$ cat src/rtl/mpf_pkg.sv
// Shared definitions for the multi-path fork tracker.
// Assumes: nothing beyond IEEE 1800-2017.
package mpf_pkg;
    // Default geometry: contexts per core and direction bits per context
    localparam int unsigned MPF_CTX_DEFAULT   = 6;
    localparam int unsigned MPF_DEPTH_DEFAULT = 3;
    localparam int unsigned MPF_PW_DEFAULT    = 3;

    // What a context slot does on a given clock edge
    typedef enum logic [2:0] {
        SLOT_HOLD,
        SLOT_DROP,
        SLOT_SHIFT,
        SLOT_CHILD,
        SLOT_PARENT
    } slot_act_e;
endpackage

$ cat src/rtl/mpf_alloc.sv
// Finds the lowest-numbered idle context.
// Assumes: NCTX >= 2; IW wide enough to hold NCTX-1.
module mpf_alloc #(
    parameter int unsigned NCTX = 6,
    parameter int unsigned IW   = 3
) (
    input  logic [NCTX-1:0] in_use,
    output logic            found,
    output logic [IW-1:0]   idx
);
    // Scan from the top so that the lowest idle index wins
    always_comb begin
        found = 1'b0;
        idx   = '0;
        for (int i = NCTX - 1; i >= 0; i--) begin
            if (!in_use[i]) begin
                found = 1'b1;
                idx   = IW'(i);
            end
        end
    end
endmodule

$ cat src/rtl/mpf_slot.sv
// State of one hardware context: active, mode bit, branch count, direction bits.
// Assumes: the top never raises take_child or bump_parent together with res_valid,
// and only one forked branch is live per level.
module mpf_slot
    import mpf_pkg::*;
#(
    parameter int unsigned IDX   = 0,
    parameter int unsigned DEPTH = 3,
    parameter int unsigned PW    = 3,
    parameter int unsigned LW    = 2
) (
    input  logic             clk,
    input  logic             rst_n,
    input  logic             take_child,
    input  logic             bump_parent,
    input  logic [DEPTH-1:0] child_dir,
    input  logic [PW-1:0]    child_paths,
    input  logic             res_valid,
    input  logic [LW-1:0]    res_level,
    input  logic             res_dir,
    output logic             active,
    output logic             mp,
    output logic [PW-1:0]    paths,
    output logic [DEPTH-1:0] dir,
    output logic             dropping
);
    logic             under;
    logic [DEPTH-1:0] dir_shift;
    slot_act_e        act;

    // Is this context beneath the resolving level, and does it lose?
    always_comb begin
        under    = active && res_valid && (int'(paths) > int'(res_level));
        dropping = under && (dir[res_level] != res_dir);
    end

    // Remove bit res_level: lower bits stay, upper bits move down one place
    always_comb begin
        for (int k = 0; k < DEPTH - 1; k++) begin
            dir_shift[k] = (k < int'(res_level)) ? dir[k] : dir[k+1];
        end
        dir_shift[DEPTH-1] = (DEPTH - 1 < int'(res_level)) ? dir[DEPTH-1] : 1'b0;
    end

    // Choose this cycle's action; resolution outranks fork
    always_comb begin
        if (dropping)         act = SLOT_DROP;
        else if (under)       act = SLOT_SHIFT;
        else if (take_child)  act = SLOT_CHILD;
        else if (bump_parent) act = SLOT_PARENT;
        else                  act = SLOT_HOLD;
    end

    // Context state register
    always_ff @(posedge clk) begin
        if (!rst_n) begin
            active <= (IDX == 0);
            mp     <= 1'b0;
            paths  <= '0;
            dir    <= '0;
        end else begin
            case (act)
                SLOT_DROP: begin
                    active <= 1'b0;
                    mp     <= 1'b0;
                    paths  <= '0;
                    dir    <= '0;
                end
                SLOT_SHIFT: begin
                    paths <= paths - PW'(1);
                    dir   <= dir_shift;
                    mp    <= (paths != PW'(1));
                end
                SLOT_CHILD: begin
                    active <= 1'b1;
                    mp     <= 1'b1;
                    paths  <= child_paths;
                    dir    <= child_dir;
                end
                SLOT_PARENT: begin
                    paths <= paths + PW'(1);
                    mp    <= 1'b1;
                end
                default: ;
            endcase
        end
    end
endmodule

$ cat src/rtl/mpf_tracker.sv
// Multi-path fork tracker: forks a context onto the other branch target,
// prunes wrong paths on resolution, and withholds thread-level grants meanwhile.
// Assumes: forks come only from the deepest path; DEPTH < 2**PW.
module mpf_tracker
    import mpf_pkg::*;
#(
    parameter int unsigned NCTX  = MPF_CTX_DEFAULT,
    parameter int unsigned DEPTH = MPF_DEPTH_DEFAULT,
    parameter int unsigned PW    = MPF_PW_DEFAULT,
    localparam int unsigned IW   = (NCTX > 1) ? $clog2(NCTX) : 1,
    localparam int unsigned LW   = (DEPTH > 1) ? $clog2(DEPTH) : 1
) (
    input  logic                  clk,
    input  logic                  rst_n,
    input  logic                  fork_req,
    input  logic [IW-1:0]         fork_src,
    input  logic                  res_valid,
    input  logic [LW-1:0]         res_level,
    input  logic                  res_dir,
    input  logic                  commit_req,
    input  logic                  kill_req,
    input  logic                  spawn_req,
    input  logic                  restart_req,
    input  logic [IW-1:0]         restart_ctx,
    output logic                  commit_ok,
    output logic                  kill_ok,
    output logic                  spawn_ok,
    output logic                  restart_ok,
    output logic                  fork_ack,
    output logic [IW-1:0]         fork_child,
    output logic [NCTX-1:0]       ctx_active,
    output logic [NCTX-1:0]       ctx_mp,
    output logic [NCTX*PW-1:0]    ctx_paths,
    output logic [NCTX*DEPTH-1:0] ctx_dir,
    output logic [NCTX-1:0]       discard_mask
);
    logic [PW-1:0]    paths_arr [NCTX];
    logic [DEPTH-1:0] dir_arr   [NCTX];
    logic [NCTX-1:0]  drop_vec;
    logic             free_found;
    logic [IW-1:0]    free_idx;
    logic             src_active;
    logic [PW-1:0]    src_paths;
    logic [DEPTH-1:0] src_dir;
    logic [PW-1:0]    max_paths;
    logic             fork_take;
    logic             busy;
    logic             rs_active;

    mpf_alloc #(.NCTX(NCTX), .IW(IW)) u_alloc (
        .in_use (ctx_active),
        .found  (free_found),
        .idx    (free_idx)
    );

    // Select the fork source's state and the deepest live count
    always_comb begin
        src_active = 1'b0;
        src_paths  = '0;
        src_dir    = '0;
        max_paths  = '0;
        for (int i = 0; i < NCTX; i++) begin
            if (fork_src == IW'(i)) begin
                src_active = ctx_active[i];
                src_paths  = paths_arr[i];
                src_dir    = dir_arr[i];
            end
            if (ctx_active[i] && (paths_arr[i] > max_paths)) max_paths = paths_arr[i];
        end
    end

    // Fork acceptance: idle context, depth room, deepest path, no resolution now
    always_comb begin
        fork_take = fork_req && !res_valid && src_active && free_found &&
                    (int'(src_paths) < DEPTH) && (src_paths == max_paths);
    end

    for (genvar g = 0; g < NCTX; g++) begin : g_slot
        mpf_slot #(.IDX(g), .DEPTH(DEPTH), .PW(PW), .LW(LW)) u_slot (
            .clk         (clk),
            .rst_n       (rst_n),
            .take_child  (fork_take && (free_idx == IW'(g))),
            .bump_parent (fork_take && (fork_src == IW'(g))),
            .child_dir   (src_dir | (DEPTH'(1) << src_paths)),
            .child_paths (src_paths + PW'(1)),
            .res_valid   (res_valid),
            .res_level   (res_level),
            .res_dir     (res_dir),
            .active      (ctx_active[g]),
            .mp          (ctx_mp[g]),
            .paths       (paths_arr[g]),
            .dir         (dir_arr[g]),
            .dropping    (drop_vec[g])
        );
        assign ctx_paths[g*PW +: PW]       = paths_arr[g];
        assign ctx_dir[g*DEPTH +: DEPTH]   = dir_arr[g];
    end

    // Fork acknowledge and discard pulses, one cycle after the cause
    always_ff @(posedge clk) begin
        if (!rst_n) begin
            fork_ack     <= 1'b0;
            fork_child   <= '0;
            discard_mask <= '0;
        end else begin
            fork_ack     <= fork_take;
            discard_mask <= drop_vec;
            if (fork_take) fork_child <= free_idx;
        end
    end

    // Look up whether the restarting context is live
    always_comb begin
        rs_active = 1'b0;
        for (int i = 0; i < NCTX; i++) begin
            if (restart_ctx == IW'(i)) rs_active = ctx_active[i];
        end
    end

    // Thread-level grants are withheld while any path is speculative
    always_comb begin
        busy       = |ctx_mp;
        commit_ok  = commit_req && !busy;
        kill_ok    = kill_req && !busy;
        spawn_ok   = spawn_req && !busy;
        restart_ok = restart_req && !busy && rs_active;
    end
endmodule

$ cat config.mk
export PLATFORM = sky130hd
export DESIGN_NAME = mpf_tracker
export DESIGN_NICKNAME = d
export VERILOG_FILES = /design/src/rtl/mpf_pkg.sv /design/src/rtl/mpf_alloc.sv /design/src/rtl/mpf_slot.sv /design/src/rtl/mpf_tracker.sv
export SDC_FILE = /design/constraint.sdc
export NUM_CORES = 1
export LEC_CHECK = 0
export BUFFER_PORTS_ARGS = -buffer_cell sky130_fd_sc_hd__buf_2
export CELL_PAD_IN_SITES_DETAIL_PLACEMENT = 1
export CELL_PAD_IN_SITES_GLOBAL_PLACEMENT = 1
export CORE_MARGIN = 10
export CORE_UTILIZATION = 41
export CTS_BUF_LIST = sky130_fd_sc_hd__clkbuf_8
export CTS_CLUSTER_SIZE = 25
export DETAILED_ROUTE_END_ITERATION = 10
export GPL_ROUTABILITY_DRIVEN = 0
export GPL_TIMING_DRIVEN = 0
export PLACE_DENSITY_LB_ADDON = 0.1
export SLEW_MARGIN = 40
export SYNTH_ARGS = -nofsm -noshare
export SYNTH_HDL_FRONTEND = slang
export SYNTH_HIERARCHICAL = 1
export SYNTH_SLANG_ARGS = --single-unit
$ cat constraint.sdc
create_clock -name clk -period 7.7 [get_ports clk]
set_input_delay 0.385 -clock clk [delete_from_list [all_inputs] [get_ports clk]]
set_output_delay 0.385 -clock clk [all_outputs]
set_load 0.02 [all_outputs]
# Word level (Yosys, flattened, before mapping)
# Cells that the tools add are included.
# op_classes
add_sub_neg,13
n_bitwise,1
shift,1
n_eq_ne,70
reduce_logical,100
order_cmp,17
n_mux,115
# ops
cell,count
3-bit 2-to-1 mux,48
3-bit case mux with 4 select lines,6
3-bit by 2-bit equality test with 1-bit output (second input constant),18
3-bit case mux with 3 select lines,6
1-bit logical AND,46
1-bit 2-to-1 mux,37
3-bit equality test (second input constant),12
2-bit != test (second input constant),18
2-bit AND reduction,18
3-bit nonzero test,12
3-bit by 1-bit equality test with 1-bit output (second input constant),9
4-bit nonzero test,6
3-bit by 1-bit adder with 3-bit output (second input constant),7
3-bit by 2-bit greater-than comparator with 1-bit output,6
3-bit by 1-bit != test with 1-bit output (second input constant),6
1-bit case mux with 3 select lines,6
3-bit by 1-bit subtractor with 3-bit output (second input constant),6
3-bit greater-than comparator,5
1-bit binary-select mux with 2-bit select,6
1-bit case mux with 2 select lines,6
2-bit nonzero test,6
2-bit OR reduction,6
3-bit zero test,3
1-bit != test,6
10 further kinds,12
# word_totals
input_bits,17
reg_bits,58
wordCells,356
out_inout_bits,62

# Longest topological paths before layout
# depth
depth_word,28
ltp_mapped,42
depth_no_buf,40

# By module
# The synthesis kept the hierarchy.
# modules_own_cells
mod,instances,area_per_inst_um2,cells_each,seq_area_each_um2
mpf_slot at g_slot[1].u_slot ...,5,624.3,70,160.2
mpf_tracker,1,1736.7,226,200.2
mpf_slot at g_slot[0].u_slot,1,628.1,70,160.2
mpf_alloc,1,58.8,9,0.0

# Worst setup path before layout
# Ideal clock, no wire load.
# synth_timing
path_type,register to register
start,register g_slot[0].u_slot.active
end,register g_slot[0].u_slot.dir[0]
n_path_buf,2
t_arrival_ns,7.791
synth_period_minus_slack_ns,7.920
setup_slack_ns,-0.220
required_ns,7.571
setup_time_ns,0.129
stages_incl_launch_ff,42
cell_sequence,dfxtp_1 nand2_1 ha_1 nor2b_4 o31a_1 nand2_1 nor2_1 a21oi_1 inv_1 ha_1 a2111oi_4 o221a_1 a211oi_1 or2_2 ha_1 nor2_1 o221ai_1 a21oi_1 (+6 left out) nor2_1 a21oi_1 ha_1 nor2b_1 o21ai_0 nand2b_1 and3_1 and2_1 a211oi_1 o2111ai_1 a221oi_4 a21oi_4 buf_6 nor4_1 clkbuf_1 mux2_2 nand2_1 o22ai_1
# synth_between
elab_chain_len,27
elab_cells_between_ends,47
cone_classes,order compare (5); eq/ne (5); mux (19); reduce/logical (18)
# synth_lines
element,line,text
start: declaration,mpf_slot.sv:21,"output logic active,"
start signal: assignment,mpf_slot.sv:57,active <= (IDX == 0);
1-bit logical AND,mpf_tracker.sv:68,if (ctx_active[i] && (paths_arr[i] > max_paths)) max_paths = paths_arr[i];
3-bit 2-to-1 mux,mpf_tracker.sv:68,
3-bit greater-than comparator,mpf_tracker.sv:68,
1-bit logical AND,mpf_tracker.sv:68,
3-bit 2-to-1 mux,mpf_tracker.sv:68,
3-bit greater-than comparator,mpf_tracker.sv:68,
1-bit logical AND,mpf_tracker.sv:68,
3-bit 2-to-1 mux,mpf_tracker.sv:68,
(+11 left out),-,
1-bit logical AND,mpf_tracker.sv:83,".bump_parent (fork_take && (fork_src == IW'(g))),"
3-bit 2-to-1 mux,mpf_slot.sv:50,else if (bump_parent) act = SLOT_PARENT;
3-bit 2-to-1 mux,mpf_slot.sv:49,else if (take_child) act = SLOT_CHILD;
3-bit 2-to-1 mux,mpf_slot.sv:48,else if (under) act = SLOT_SHIFT;
3-bit 2-to-1 mux (*),mpf_slot.sv:47,if (dropping) act = SLOT_DROP;
3-bit by 2-bit equality test with 1-bit output / 3-bit by 1-bit equality test with 1-bit output (equally long branches),mpf_slot.sv:62,case (act)
2-bit != test (no line) / 3-bit nonzero test (equally long branches),-,
2-bit AND reduction (no line),-,
end signal: assignment,mpf_slot.sv:71,dir <= dir_shift;
end signal: assignment,mpf_slot.sv:78,dir <= child_dir;
end: declaration,mpf_slot.sv:24,"output logic [DEPTH-1:0] dir,"
# Every way passes the cells marked *; elsewhere a longest branch is shown, timed or not.
# A chain may end at the register's enable or synchronous reset.

# Worst setup path after layout
# layout_timing
start,register g_slot[0].u_slot.active
end,register g_slot[0].u_slot.paths[0]
# layout_between
elab_chain_len,26
elab_cells_between_ends,46
cone_classes,order compare (5); eq/ne (5); mux (19); reduce/logical (17)
# layout_lines
element,line,text
1-bit logical AND,mpf_tracker.sv:68,
3-bit 2-to-1 mux,mpf_tracker.sv:68,
3-bit greater-than comparator,mpf_tracker.sv:68,
1-bit logical AND,mpf_tracker.sv:68,
3-bit 2-to-1 mux,mpf_tracker.sv:68,
3-bit greater-than comparator,mpf_tracker.sv:68,
1-bit logical AND,mpf_tracker.sv:68,
3-bit 2-to-1 mux,mpf_tracker.sv:68,
(+10 left out),-,
1-bit logical AND,mpf_tracker.sv:75,(int'(src_paths) < DEPTH) && (src_paths == max_paths);
1-bit logical AND,mpf_tracker.sv:83,
3-bit 2-to-1 mux,mpf_slot.sv:50,
3-bit 2-to-1 mux,mpf_slot.sv:49,
3-bit 2-to-1 mux,mpf_slot.sv:48,
3-bit 2-to-1 mux (*),mpf_slot.sv:47,
3-bit equality test (tied with other cells),mpf_slot.sv:62,
3-bit case mux with 4 select lines / 4-bit nonzero test (equally long branches),-,
end signal: assignment,mpf_slot.sv:70,paths <= paths - PW'(1);
end signal: assignment,mpf_slot.sv:77,paths <= child_paths;
end signal: assignment,mpf_slot.sv:81,paths <= paths + PW'(1);
end: declaration,mpf_slot.sv:23,"output logic [PW-1:0] paths,"
# Marks and branches as above.

==> impl_metrics.toml <==
[status]
status = "finished with violations"
violations = "negative setup slack"

[clocking]
numCtsBuffers = 9
h-tree-depth = 3
hold_buffers = 0
clockBufferDepth = 2
insertion_delay_ns = 0.37
clk_pin_slew_ns = 0.07
root_buffer = "clkbuf_8"
clock_sinks = 58
cts_tree = "built"

[critical_path]
path_class = "reg2reg"
endpoint_kind = "register"
worstPathRequired_ns = 7.94
cp-start-kind = "register"
crit_slowest_cell = "o41a_1"
crit_path_max_incr_delay_ns = 0.43
arrival_ns = 7.98
worstPathMaxFanout = 7

[floorplan]
rows = 42
initial_core_util_pct = 41.9
die_w_um = 136
dieArea_um2 = 18600
chipHeight_um = 136
core_area_um2 = 13200
io_pins = 79

[yosys]
synth_fp_nets = 717
synth_area_leader_cell = "dfxtp_1"
syn_inst = 655
yosys_warnings = 6
synth.top_cell.area_share_pct = 20.9
yosys_most_used_dff = "dfxtp_1"
ys_ff_latch = 58
ys_types = 75
synth_enable_flop_cells = 0
synth-seq-area-share_pct = 20.9
syn_area_um2 = 5550
syn_area_per_cell_um2 = 8.47
async_flop_share_pct = 0
synth_area_leaders = "dfxtp_1 (21%), ha_1 (10%), mux2i_1 (6.5%)"

[sta]
rsz0062_at_grt = "true"
slew_violations = 0
finalSetupViolations = 5
timing.final.crit_share_pct = 101
post-route-worst-setup-slack_ns = -0.0436
fmax_mhz = 129
tns_ns = -0.126
fin_crit_ns = 7.74
slew_headroom_pct = 44.6
worst_pin_slew_ns = 0.832
skew_ns = 0.0115
hold_viol = 0

[global_routing]
grt_pass1_vias = 5811
grt_usage_pct = 22.0
antenna_found_initial = 0
grt_start_max_net_pins = 31
grt_first_pass_wirelength_um = 32200
overflow = 0

[route]
drt_iter0_markers = 319
drt_first_pass_iters = 4
drc_errors = 0
routed_wirelength_um = 21500
wl_per_cell_um = 22.3
via_count = 5625
ant_nets = 0
viasPerCell = 5.83

[placement]
placed_area_um2 = 6200
io_buffers = 75
dp.cells = 907
place_ws_ns = -1.42
dpl.hpwl_um = 14400

[power]
powerDensity_nw_per_um2 = 106
ir_drop_uv = 73.9
p_leak_nw = 2.95

[hold_path]
hold_path_class = "in2reg"

[final_layout]
antenna_cells = 0
fill_cells = 1596
instances_no_fill = 965
final_nets = 846
design_area_um2 = 7200
drive_above_1_share_pct = 34.7
area_growth_syn_to_layout_pct = 29.8

[job]
drv_cap = 0
## report_power, final
group	internal [mW]	leakage [nW]	switching [mW]
clock	0.163	0.113	0.134
sequential	0.302	0.472	0.00558
combinational	0.0630	2.37	0.0951
total	0.528	2.95	0.235
## registers in the layout (all words and copies together), names as in the netlist
register	flops
discard_mask	6
g_slot.u_slot/mp	6
fork_child	3
g_slot.u_slot/dir	18
g_slot.u_slot/paths	18
fork_ack	1
g_slot.u_slot/active	6
## worst max-delay path, delay by kind of cell (launching register included)
kind,cells,cell delay [ns]
compound gates,18,3.16
simple gates,14,2.00
fa+ha+maj,5,1.27
buf+inv,4,0.64
flops,1,0.40
xor+xnor,1,0.10
## metal layers
layer	global-route usage, %	part of all wire (%)	vias up	routed length [um]
met2	36.8	48	145	10300
met3	4.83	4.6	41	993
met1	27.0	44	2815	9510
met4	8.46	3.3	0	701
met5	0	0	-	0
li1	-	-	2624	-
## synthesized netlist by cell type, drive strengths merged (2+ instances only)
master	n
ha	45
nor2b	4
a211o	5
a31o	2
and2	20
a21o	2
nand3	36
o221a	3
dfxtp	58
o31ai	8
nor4b	2
o21a	9
nand3b	18
o211ai	4
and4bb	6
o22ai	25
xor2	18
nor4	6
mux4	2
o221ai	3
buf	15
nor2	38
nand2b	9
nand2	73
or2b	6
a21oi	18
o21ai	51
mux2	24
or4	2
nor3	7
xnor2	7
clkbuf	11
a211oi	9
inv	44
a221o	3
and3	2
mux2i	36
and3b	6
## area by class of cell
type	instances	area [um^2]	area share, %
sequential	58	1180	16.4
buffer	26	253	3.51
tap	176	220	3.06
clock buffer	11	151	2.10
inverter	44	165	2.29
clock inverter	5	46.3	0.643
timing repair buffer	118	747	10.4
multi-input combinational	527	4430	61.6
## final timing paths
path                                start                   endpoint  slack [ns]  cells past startpoint
hold reg to reg             fork_child[0]              fork_child[0]        0.49                      2
setup reg to reg  g_slot[0].u_slot/active  g_slot[0].u_slot/paths[0]       -0.04                     42
setup / recovery  g_slot[0].u_slot/active  g_slot[0].u_slot/paths[0]       -0.04                     42
hold / removal                      rst_n  g_slot[2].u_slot/paths[2]        0.49                      3
## cell usage in the layout, fill, tap and decap left out, drive strengths merged, types with 2 or more instances in the layout
cell type	netlist	routed
dfxtp	58	58
nor3	7	7
o21a	9	9
nand3b	18	18
a211o	5	5
o211ai	4	4
a221o	3	3
or2b	6	6
a21o	2	2
and4bb	6	6
o21ai	51	51
clkbuf	11	18
xnor2	7	7
mux2	24	24
mux2i	36	36
o31ai	8	8
nor4	6	6
mux4	2	2
and3b	6	6
or4	2	2
nand3	36	36
nand2b	9	9
nor2	38	38
nor4b	2	2
ha	45	45
inv	44	47
o221ai	3	3
and3	2	2
a211oi	9	9
buf	15	136
xor2	18	18
o22ai	25	25
o221a	3	3
a21oi	18	18
nand2	73	73
and2	20	20
nor2b	4	4
a31o	2	2
## through the flow
step / total power [mW] / util [%] / hold WS (ns)
detailed placement: 0.444 / 46.8 / 0.476
global route: 0.798 / 54.4 / 0.497
CTS: 0.751 / 50.5 / 0.468
global placement: 0.437 / 46.6 / 0.472
finish: 0.763 / 54.4 / 0.490
floorplan: 0.397 / - / 0.529
## logic make-up (layout without fill, tap and decap cells)
logic type | count (synthesis) | after routing | share of synthesized area (%)
AOI/OAI and AO/OA | 154 | 154 | 21.1
xor gates and xnor gates | 25 | 25 | 4.76
adders and majority gates | 45 | 45 | 10.2
buffers and inverters | 70 | 204 | 6.81
DFF | 58 | 58 | 20.9
muxes | 62 | 62 | 12.2
and+or+nand+nor | 241 | 241 | 24.1
## timing repair
item	CTS	global route
setup endpoints to repair	52	48
gates cloned	0	2
buffers inserted	17	23
gates resized for setup	34	80
pin swaps	10	42
No activity file was read; power rests on OpenSTA's default activity.
